$ cat config.mk
export PLATFORM = sky130hd
export DESIGN_NAME = irq_hub
export DESIGN_NICKNAME = d
export VERILOG_FILES = /design/src/rtl/irq_hub_pkg.sv /design/src/rtl/irq_hub_pick.sv /design/src/rtl/irq_hub_srcbank.sv /design/src/rtl/irq_hub_ctx.sv /design/src/rtl/irq_hub.sv
export SDC_FILE = /design/constraint.sdc
export NUM_CORES = 2
export LEC_CHECK = 0
export BUFFER_PORTS_ARGS = -buffer_cell sky130_fd_sc_hd__buf_2
export CORE_MARGIN = 10
export CORE_UTILIZATION = 58
export CTS_CLUSTER_SIZE = 40
export DETAILED_ROUTE_END_ITERATION = 10
export PLACE_DENSITY_LB_ADDON = 0.12
export SLEW_MARGIN = 20
export SYNTH_ARGS = -nofsm -noshare
export SYNTH_HDL_FRONTEND = slang
export SYNTH_SLANG_ARGS = --single-unit
$ cat constraint.sdc
create_clock -name clk -period 28.8 [get_ports clk]
set_input_delay 2.88 -clock clk [delete_from_list [all_inputs] [get_ports clk]]
set_output_delay 2.88 -clock clk [all_outputs]
set_load 0.02 [all_outputs]
$ cat src/rtl/irq_hub_pkg.sv
package irq_hub_pkg;

   localparam int PRIO_W = 3;

   typedef logic [PRIO_W-1:0] prio_t;

   typedef enum logic [2:0] {
      RG_NONE,
      RG_PRIO,
      RG_PEND,
      RG_ENA,
      RG_THR,
      RG_CLAIM
   } region_e;

endpackage

$ cat src/rtl/irq_hub_pick.sv
module irq_hub_pick
   import irq_hub_pkg::*;
#(
   parameter int unsigned N_SRC     = 40,
   parameter int unsigned ID_W      = 6,
   parameter bit          PICK_TREE = 1'b1
) (
   input  logic [N_SRC-1:0]  cand,
   input  prio_t [N_SRC-1:0] prio,
   input  prio_t             thr,
   output logic [ID_W-1:0]   id,
   output logic              hit
);

   if (PICK_TREE) begin : g_tree
      localparam int unsigned LEAVES = 1 << $clog2(N_SRC);
      localparam int unsigned NODES  = 2 * LEAVES - 1;

      logic            nv  [NODES];
      prio_t           np  [NODES];
      logic [ID_W-1:0] nid [NODES];

      for (genvar i = 0; i < LEAVES; i++) begin : g_leaf
         if (i > 0 && i < N_SRC) begin : g_used
            assign nv[LEAVES-1+i]  = cand[i] && (prio[i] > thr);
            assign np[LEAVES-1+i]  = prio[i];
            assign nid[LEAVES-1+i] = ID_W'(i);
         end else begin : g_void
            assign nv[LEAVES-1+i]  = 1'b0;
            assign np[LEAVES-1+i]  = '0;
            assign nid[LEAVES-1+i] = '0;
         end
      end

      // left subtree holds lower identifiers, so it wins a tie
      for (genvar n = 0; n < LEAVES - 1; n++) begin : g_node
         logic take_l;
         assign take_l = nv[2*n+1] && (!nv[2*n+2] || (np[2*n+1] >= np[2*n+2]));
         assign nv[n]  = nv[2*n+1] | nv[2*n+2];
         assign np[n]  = take_l ? np[2*n+1]  : np[2*n+2];
         assign nid[n] = take_l ? nid[2*n+1] : nid[2*n+2];
      end

      assign hit = nv[0];
      assign id  = nv[0] ? nid[0] : '0;
   end else begin : g_scan
      always_comb begin
         prio_t best;
         best = thr;
         id   = '0;
         for (int i = 1; i < int'(N_SRC); i++) begin
            if (cand[i] && (prio[i] > best)) begin
               best = prio[i];
               id   = ID_W'(i);
            end
         end
         hit = (id != '0);
      end
   end

endmodule

$ cat src/rtl/irq_hub_srcbank.sv
module irq_hub_srcbank
   import irq_hub_pkg::*;
#(
   parameter int unsigned N_SRC = 40,
   parameter int unsigned ID_W  = 6
) (
   input  logic              clk,
   input  logic              rst_n,
   input  logic [N_SRC-1:0]  src_i,
   input  logic              prio_we,
   input  logic [ID_W-1:0]   prio_idx,
   input  prio_t             prio_wdata,
   input  logic              take_en,
   input  logic [ID_W-1:0]   take_id,
   input  logic              give_en,
   input  logic [ID_W-1:0]   give_id,
   output logic [N_SRC-1:0]  pending,
   output logic [N_SRC-1:0]  claimed,
   output prio_t [N_SRC-1:0] prio
);

   logic [N_SRC-1:0] src_q;

   always_ff @(posedge clk or negedge rst_n) begin
      if (!rst_n) src_q <= '0;
      else        src_q <= src_i;
   end

   // identifier 0 means "nothing": its state is tied off
   assign pending[0] = 1'b0;
   assign claimed[0] = 1'b0;
   assign prio[0]    = '0;

   for (genvar s = 1; s < N_SRC; s++) begin : g_src
      logic hit_take, hit_give, hit_prio;
      assign hit_take = take_en && (take_id == ID_W'(s));
      assign hit_give = give_en && (give_id == ID_W'(s));
      assign hit_prio = prio_we && (prio_idx == ID_W'(s));

      always_ff @(posedge clk or negedge rst_n) begin
         if (!rst_n) begin
            pending[s] <= 1'b0;
            claimed[s] <= 1'b0;
            prio[s]    <= '0;
         end else begin
            if (src_i[s] != src_q[s]) pending[s] <= src_i[s];
            else if (hit_take)        pending[s] <= 1'b0;

            if (hit_take)      claimed[s] <= 1'b1;
            else if (hit_give) claimed[s] <= 1'b0;

            if (hit_prio) prio[s] <= prio_wdata;
         end
      end
   end

endmodule

$ cat src/rtl/irq_hub_ctx.sv
module irq_hub_ctx
   import irq_hub_pkg::*;
#(
   parameter int unsigned N_SRC     = 40,
   parameter int unsigned NWORDS    = 2,
   parameter int unsigned ID_W      = 6,
   parameter int unsigned WSEL_W    = 1,
   parameter bit          PICK_TREE = 1'b1
) (
   input  logic                     clk,
   input  logic                     rst_n,
   input  logic                     ena_we,
   input  logic [WSEL_W-1:0]        ena_word,
   input  logic [31:0]              wdata,
   input  logic                     thr_we,
   input  logic [N_SRC-1:0]         pending,
   input  logic [N_SRC-1:0]         claimed,
   input  prio_t [N_SRC-1:0]        prio,
   output logic [NWORDS-1:0][31:0]  ena_q,
   output prio_t                    thr_q,
   output logic [ID_W-1:0]          best_id,
   output logic                     irq
);

   localparam int unsigned VEC_W = NWORDS * 32;
   localparam logic [VEC_W-1:0] VMASK = {VEC_W{1'b1}} >> (VEC_W - N_SRC);
   localparam logic [NWORDS-1:0][31:0] WMASK = VMASK;

   logic [VEC_W-1:0] ena_flat;
   logic [N_SRC-1:0] cand;

   always_ff @(posedge clk or negedge rst_n) begin
      if (!rst_n) begin
         ena_q <= '0;
         thr_q <= '0;
      end else begin
         if (ena_we) ena_q[ena_word] <= wdata & WMASK[ena_word];
         if (thr_we) thr_q <= wdata[PRIO_W-1:0];
      end
   end

   assign ena_flat = ena_q;
   assign cand     = pending & ~claimed & ena_flat[N_SRC-1:0];

   irq_hub_pick #(
      .N_SRC     (N_SRC),
      .ID_W      (ID_W),
      .PICK_TREE (PICK_TREE)
   ) u_pick (
      .cand (cand),
      .prio (prio),
      .thr  (thr_q),
      .id   (best_id),
      .hit  (irq)
   );

endmodule

$ cat src/rtl/irq_hub.sv
module irq_hub
   import irq_hub_pkg::*;
#(
   parameter int unsigned N_HART     = 2,
   parameter bit          HAS_SUP    = 1'b1,
   parameter int unsigned N_SRC      = 40,
   parameter int unsigned NUM_PRIO   = 7,
   parameter int unsigned ADDR_W     = 16,
   parameter int unsigned PRIO_BASE  = 32'h0000,
   parameter int unsigned PEND_BASE  = 32'h1000,
   parameter int unsigned ENA_BASE   = 32'h2000,
   parameter int unsigned ENA_STRIDE = 32'h0080,
   parameter int unsigned CTX_BASE   = 32'h4000,
   parameter int unsigned CTX_STRIDE = 32'h0100,
   parameter bit          PICK_TREE  = 1'b1
) (
   input  logic              clk,
   input  logic              rst_n,
   input  logic              req_valid_i,
   input  logic              req_write_i,
   input  logic [ADDR_W-1:0] req_addr_i,
   input  logic [31:0]       req_wdata_i,
   output logic              rsp_valid_o,
   output logic [31:0]       rsp_rdata_o,
   input  logic [N_SRC-1:0]  src_i,
   output logic [N_HART-1:0] m_eip_o,
   output logic [N_HART-1:0] s_eip_o
);

   localparam int unsigned N_CTX  = HAS_SUP ? 2 * N_HART : N_HART;
   localparam int unsigned NWORDS = (N_SRC + 31) / 32;
   localparam int unsigned ID_W   = $clog2(N_SRC);
   localparam int unsigned CTX_W  = (N_CTX > 1) ? $clog2(N_CTX) : 1;
   localparam int unsigned WSEL_W = (NWORDS > 1) ? $clog2(NWORDS) : 1;
   localparam int unsigned ENA_SH = $clog2(ENA_STRIDE);
   localparam int unsigned CTX_SH = $clog2(CTX_STRIDE);

   localparam logic [31:0] PRIO_LO = 32'(PRIO_BASE);
   localparam logic [31:0] PRIO_HI = 32'(PRIO_BASE + (N_SRC - 1) * 4);
   localparam logic [31:0] PEND_LO = 32'(PEND_BASE);
   localparam logic [31:0] PEND_HI = 32'(PEND_BASE + NWORDS * 4);
   localparam logic [31:0] ENA_LO  = 32'(ENA_BASE);
   localparam logic [31:0] ENA_HI  = 32'(ENA_BASE + N_CTX * ENA_STRIDE);
   localparam logic [31:0] CTX_LO  = 32'(CTX_BASE);
   localparam logic [31:0] CTX_HI  = 32'(CTX_BASE + N_CTX * CTX_STRIDE);
   localparam logic [31:0] ENA_M   = 32'(ENA_STRIDE - 1);
   localparam logic [31:0] CTX_M   = 32'(CTX_STRIDE - 1);

   // elaboration-time parameter checks
   if (N_SRC < 2)                        $error("irq_hub: N_SRC must be at least 2");
   if (N_HART < 1)                       $error("irq_hub: N_HART must be at least 1");
   if (NUM_PRIO > 7)                     $error("irq_hub: NUM_PRIO exceeds 3-bit priority");
   if (ADDR_W < 4 || ADDR_W > 32)        $error("irq_hub: ADDR_W out of range");
   if ((ENA_STRIDE & (ENA_STRIDE - 1)) != 0) $error("irq_hub: ENA_STRIDE not a power of two");
   if ((CTX_STRIDE & (CTX_STRIDE - 1)) != 0) $error("irq_hub: CTX_STRIDE not a power of two");
   if (ENA_STRIDE < NWORDS * 4)          $error("irq_hub: ENA_STRIDE too small");
   if (CTX_STRIDE < 8)                   $error("irq_hub: CTX_STRIDE too small");

   // ---------------- source state ----------------
   logic [N_SRC-1:0]  pending_w, claimed_w;
   prio_t [N_SRC-1:0] prio_w;

   // ---------------- decode ----------------
   region_e           region;
   logic [31:0]       a32, offs;
   logic [ID_W-1:0]   src_idx;
   logic [CTX_W-1:0]  ctx_sel;
   logic [WSEL_W-1:0] wsel;

   always_comb begin
      a32     = 32'(req_addr_i);
      offs    = '0;
      region  = RG_NONE;
      src_idx = '0;
      ctx_sel = '0;
      wsel    = '0;
      if (a32[1:0] == 2'b00) begin
         if (a32 >= PRIO_LO && a32 < PRIO_HI) begin
            offs    = a32 - PRIO_LO;
            region  = RG_PRIO;
            src_idx = ID_W'((offs >> 2) + 32'd1);
         end else if (a32 >= PEND_LO && a32 < PEND_HI) begin
            offs   = a32 - PEND_LO;
            region = RG_PEND;
            wsel   = WSEL_W'(offs >> 2);
         end else if (a32 >= ENA_LO && a32 < ENA_HI) begin
            offs    = a32 - ENA_LO;
            ctx_sel = CTX_W'(offs >> ENA_SH);
            wsel    = WSEL_W'((offs & ENA_M) >> 2);
            if (((offs & ENA_M) >> 2) < 32'(NWORDS)) region = RG_ENA;
         end else if (a32 >= CTX_LO && a32 < CTX_HI) begin
            offs    = a32 - CTX_LO;
            ctx_sel = CTX_W'(offs >> CTX_SH);
            if ((offs & CTX_M) == 32'd0)      region = RG_THR;
            else if ((offs & CTX_M) == 32'd4) region = RG_CLAIM;
         end
      end
   end

   logic wr, rd;
   assign wr = req_valid_i &&  req_write_i;
   assign rd = req_valid_i && !req_write_i;

   // ---------------- contexts ----------------
   logic [NWORDS-1:0][31:0] ena_all [N_CTX];
   prio_t [N_CTX-1:0]       thr_all;
   logic [ID_W-1:0]         best_all [N_CTX];
   logic [N_CTX-1:0]        ctx_irq;
   logic                    thr_ok;

   assign thr_ok = (req_wdata_i <= 32'(NUM_PRIO));

   for (genvar c = 0; c < N_CTX; c++) begin : g_ctx
      logic sel;
      assign sel = (ctx_sel == CTX_W'(c));

      irq_hub_ctx #(
         .N_SRC     (N_SRC),
         .NWORDS    (NWORDS),
         .ID_W      (ID_W),
         .WSEL_W    (WSEL_W),
         .PICK_TREE (PICK_TREE)
      ) u_ctx (
         .clk      (clk),
         .rst_n    (rst_n),
         .ena_we   (wr && sel && (region == RG_ENA)),
         .ena_word (wsel),
         .wdata    (req_wdata_i),
         .thr_we   (wr && sel && (region == RG_THR) && thr_ok),
         .pending  (pending_w),
         .claimed  (claimed_w),
         .prio     (prio_w),
         .ena_q    (ena_all[c]),
         .thr_q    (thr_all[c]),
         .best_id  (best_all[c]),
         .irq      (ctx_irq[c])
      );
   end

   // ---------------- claim / complete ----------------
   logic            take_en, give_en, prio_we;
   logic [ID_W-1:0] take_id, give_id;

   assign take_id = best_all[ctx_sel];
   assign take_en = rd && (region == RG_CLAIM) && (take_id != '0);
   assign give_id = ID_W'(req_wdata_i);
   assign give_en = wr && (region == RG_CLAIM) && (req_wdata_i < 32'(N_SRC));
   assign prio_we = wr && (region == RG_PRIO);

   irq_hub_srcbank #(
      .N_SRC (N_SRC),
      .ID_W  (ID_W)
   ) u_bank (
      .clk        (clk),
      .rst_n      (rst_n),
      .src_i      (src_i),
      .prio_we    (prio_we),
      .prio_idx   (src_idx),
      .prio_wdata (req_wdata_i[PRIO_W-1:0]),
      .take_en    (take_en),
      .take_id    (take_id),
      .give_en    (give_en),
      .give_id    (give_id),
      .pending    (pending_w),
      .claimed    (claimed_w),
      .prio       (prio_w)
   );

   // ---------------- read response ----------------
   logic [NWORDS-1:0][31:0] pend_words;
   logic [31:0]             rd_d;

   assign pend_words = (NWORDS * 32)'(pending_w);

   always_comb begin
      unique case (region)
         RG_PRIO:  rd_d = 32'(prio_w[src_idx]);
         RG_PEND:  rd_d = pend_words[wsel];
         RG_ENA:   rd_d = ena_all[ctx_sel][wsel];
         RG_THR:   rd_d = 32'(thr_all[ctx_sel]);
         RG_CLAIM: rd_d = 32'(take_id);
         default:  rd_d = '0;
      endcase
   end

   always_ff @(posedge clk or negedge rst_n) begin
      if (!rst_n) begin
         rsp_valid_o <= 1'b0;
         rsp_rdata_o <= '0;
      end else begin
         rsp_valid_o <= req_valid_i;
         rsp_rdata_o <= rd ? rd_d : '0;
      end
   end

   // ---------------- line mapping ----------------
   if (HAS_SUP) begin : g_ms
      for (genvar h = 0; h < N_HART; h++) begin : g_h
         assign m_eip_o[h] = ctx_irq[2*h];
         assign s_eip_o[h] = ctx_irq[2*h+1];
      end
   end else begin : g_m
      assign m_eip_o = ctx_irq[N_HART-1:0];
      assign s_eip_o = '0;
   end

endmodule

==> reports/results.txt <==
Cell Int Power - 1.28 mW
1st-iter DRT viols - 6268
Grt total ovfl - 0
Power share of the clock group - 48.6%
FF-to-FF End - u_bank.pending[36]
Avg WL per Cell - 29.4 um
CTS Buf Count - 61
Flop2flop setup slack - 14180 ps
Fin. Hold Viols - 0
# setup viols final - 0
Syn avg cell area - 8.52 sq um
Area leader, netlist - dfrtp_1
Vias in the first global route - 48598
Switching power - 455 uW
Sw Ratio - 26.3%
Final Core Density - 63.1%
Delay-heaviest family, CP - compound AO/OA/AOI/OAI gates
R2R depth - 47
Ratio of cells with drive above 1 in the final layout - 12.6%
Final ANT Viol Nets - 0
Mapped Cells - 6176
Number of synthesized flops with an enable pin - 0
Via count - 51802
Slew headroom - 16.8%
Power share of the combinational group - 7.0%
FF-to-FF Start - g_ctx[2].u_ctx.thr_q[2]
Num Clock Sinks - 535
Final Skew - 46.6 ps
Post-CTS Setup Repair Bufs - 0
Tightest Hold Check Type - flip-flop to flip-flop
CTS tree - yes
Final period utilization - 50.8%
Die area - 103000 sq um
Final non-filler cell total - 7490
Worst Path Class, Setup - flip-flop to flip-flop
Final min period - 14620 ps
Yosys warnings - 0
Max-slew violation count - 0
Pwr/cell area - 30.5 nW/um^2
Post-Syn Area - 52600 sq um
Hold EP - g_ctx[0].u_ctx.ena_q[60]
Final worst-path setup slack - 14180 ps
Worst-margin pin slew - 1230 ps
Largest net degree at the start of global routing - 160
Max-cap violations - 0
Register bit total from synthesis - 535
Top sig layer - met5
Max VDD drop - 0.0549 mV
CP max stage delay - 900 ps
Core ar. - 90000 sq um
Slowest CP cell - a2111oi_0
Pre-CTS setup slack - 14780 ps
Syn_nets - 7007
Dpl cells - 7372
Top cells by area, synth - dfrtp_1 25%, ha_1 18%, mux2_2 6.5%, nand2_1 4.8%, a21oi_1 4.1%
WHS Path Cells - 1
PnR Total Power - 1.73 mW
RePlAce Congestion - 1.06
Cell repeated most along the worst path - ha_1
Die X - 321 um
Routed WL - 220000 um
Worst-path clk slew - 60 ps
Share of flip-flops with an asynchronous set or reset - 100%
Arr. time, crit path - 15210 ps
Bufs and invs on worst path - 4
Die height - 321 um
Proportion of synthesized chip area in sequential cells - 25.4%
Flop pwr share - 44.4%
Distinct cell type count of the synthesized netlist - 131
Tot GR Track Use - 41.5%
Hold_sp - g_ctx[0].u_ctx.ena_q[60]
Via density - 6.92
Post-CTS sizing - 0
Post-Route M1 WL - 87500 um
Num ports - 129
Antenna violations before repair - 16
Syn-to-layout area delta - 7.94%
Worst Setup End Kind - flip-flop
Fillers - 7917
Met2 WL - 87800 um
Bufs on Longest Clock Path - 3
Hold buffers post-CTS - 0
Leakage power - 26.3 nW
Synth Flop Type - dfrtp_1
First-pass GRT wire length - 320000 um
CP max FO - 25
CP required - 29390 ps
Drt first pass iters - 6
Starting density of the core - 58.5%
Final HPWL DP - 166000 um
TNS Setup - 0 ps
Maximum clock rate - 68.4 MHz
Std cell rows - 110
Status - finished clean
DRC errors left - 0
Root Buffer - clkbuf_16
Metal3 WL - 29800 um
Worst skew pair latency - 740 ps
Yosys top cell area share - 25.4%
I/O Buffers - 127
Final net count - 7090
H-tree depth - 2
Crit start category - flip-flop
RSZ-0062 raised after global routing - no
-- cell usage after synthesis, types with 55 or more instances --
cell type  count
nor2_1       304
a31oi_1       92
a21oi_1      433
nand2b_1      96
inv_1        312
dfrtp_1      535
nand2_1      679
nor2b_1      169
o21a_1        80
mux2i_1      129
o21ai_0      388
ha_1         739
o211ai_1      91
nor3_1        55
a21o_1       107
clkbuf_1     139
and2_1       120
and3_1       142
nand3_1      374
mux2_2       306
-- cells in the final DEF, fill, tap and decap left out, drive strengths merged, types with 177 or more instances in the layout --
master    n
ha      739
nand2   680
dfrtp   535
a21oi   439
o21ai   412
nand3   376
mux2    347
inv     314
nor2    304
buf     203
nor2b   177
-- power groups by stage --
| stage | logic (mW) | registers, mW | clock network (mW) |
|---|---|---|---|
| floorplan | 0.0489 | 0.779 | 0 |
| global placement | 0.113 | 0.782 | 0 |
| detailed placement | 0.115 | 0.782 | 0 |
| CTS | 0.116 | 0.768 | 0.846 |
| global route | 0.128 | 0.769 | 0.873 |
| finish | 0.122 | 0.769 | 0.842 |
-- metrics by stage --
step	area (sq um)	hold WS, ps
after floorplan	52600	453
after global placement	54700	468
after detailed placement	54700	471
after CTS	56800	488
after global routing	56800	495
final	56800	483
-- flip-flops by register name (all words and copies together), names as in the netlist --
register	cells
u_bank.pending	39
g_ctx.u_ctx.thr_q	12
u_bank.prio	117
rsp_valid_o	1
rsp_rdata_o	32
u_bank.claimed	39
g_ctx.u_ctx.ena_q	256
u_bank.src_q	39
-- worst max-delay path by stage --
| stage | from | endpoint | slack [ps] | cells past startpoint |
|---|---|---|---|---|
| after floorplan | g_ctx[0].u_ctx.thr_q[2] | u_bank.pending[5] | 17980 | 49 |
| after global placement | g_ctx[2].u_ctx.thr_q[2] | u_bank.pending[20] | 14950 | 47 |
| after detailed placement | g_ctx[2].u_ctx.thr_q[2] | u_bank.pending[20] | 14780 | 47 |
| after CTS | g_ctx[2].u_ctx.thr_q[2] | u_bank.pending[36] | 14750 | 47 |
| after global routing | g_ctx[2].u_ctx.thr_q[2] | u_bank.pending[36] | 13980 | 47 |
| final | g_ctx[2].u_ctx.thr_q[2] | u_bank.pending[36] | 14180 | 47 |
-- cell families after synthesis --
kind of cell | count (synthesis) | synth area share, %
compound gates | 1709 | 21.9
xor+xnor | 6 | 0.0998
fa+ha+maj | 759 | 18.0
buf+inv | 497 | 3.75
flops | 535 | 25.4
mux | 478 | 9.99
simple gates | 2192 | 20.9
-- cell type report --
class                           instances  area, sq um  area share (%)
Multi-Input combinational cell       5144        37400            65.8
Antenna cell                            7         17.5          0.0308
Clock buffer                           85         1730            3.04
Sequential cell                       535        13400            23.6
Tap cell                             1176         1470            2.59
Timing Repair Buffer                  203         1240            2.18
Inverter                              314         1180            2.08
Clock inverter                         26          403           0.709
-- layer usage --
layer	track usage, %	up-vias
met5	0.290	-
met4	24.0	16
met3	14.6	690
met2	58.6	2944
met1	54.1	24973
li1	-	23179
Power figures use the tool's default switching activity.
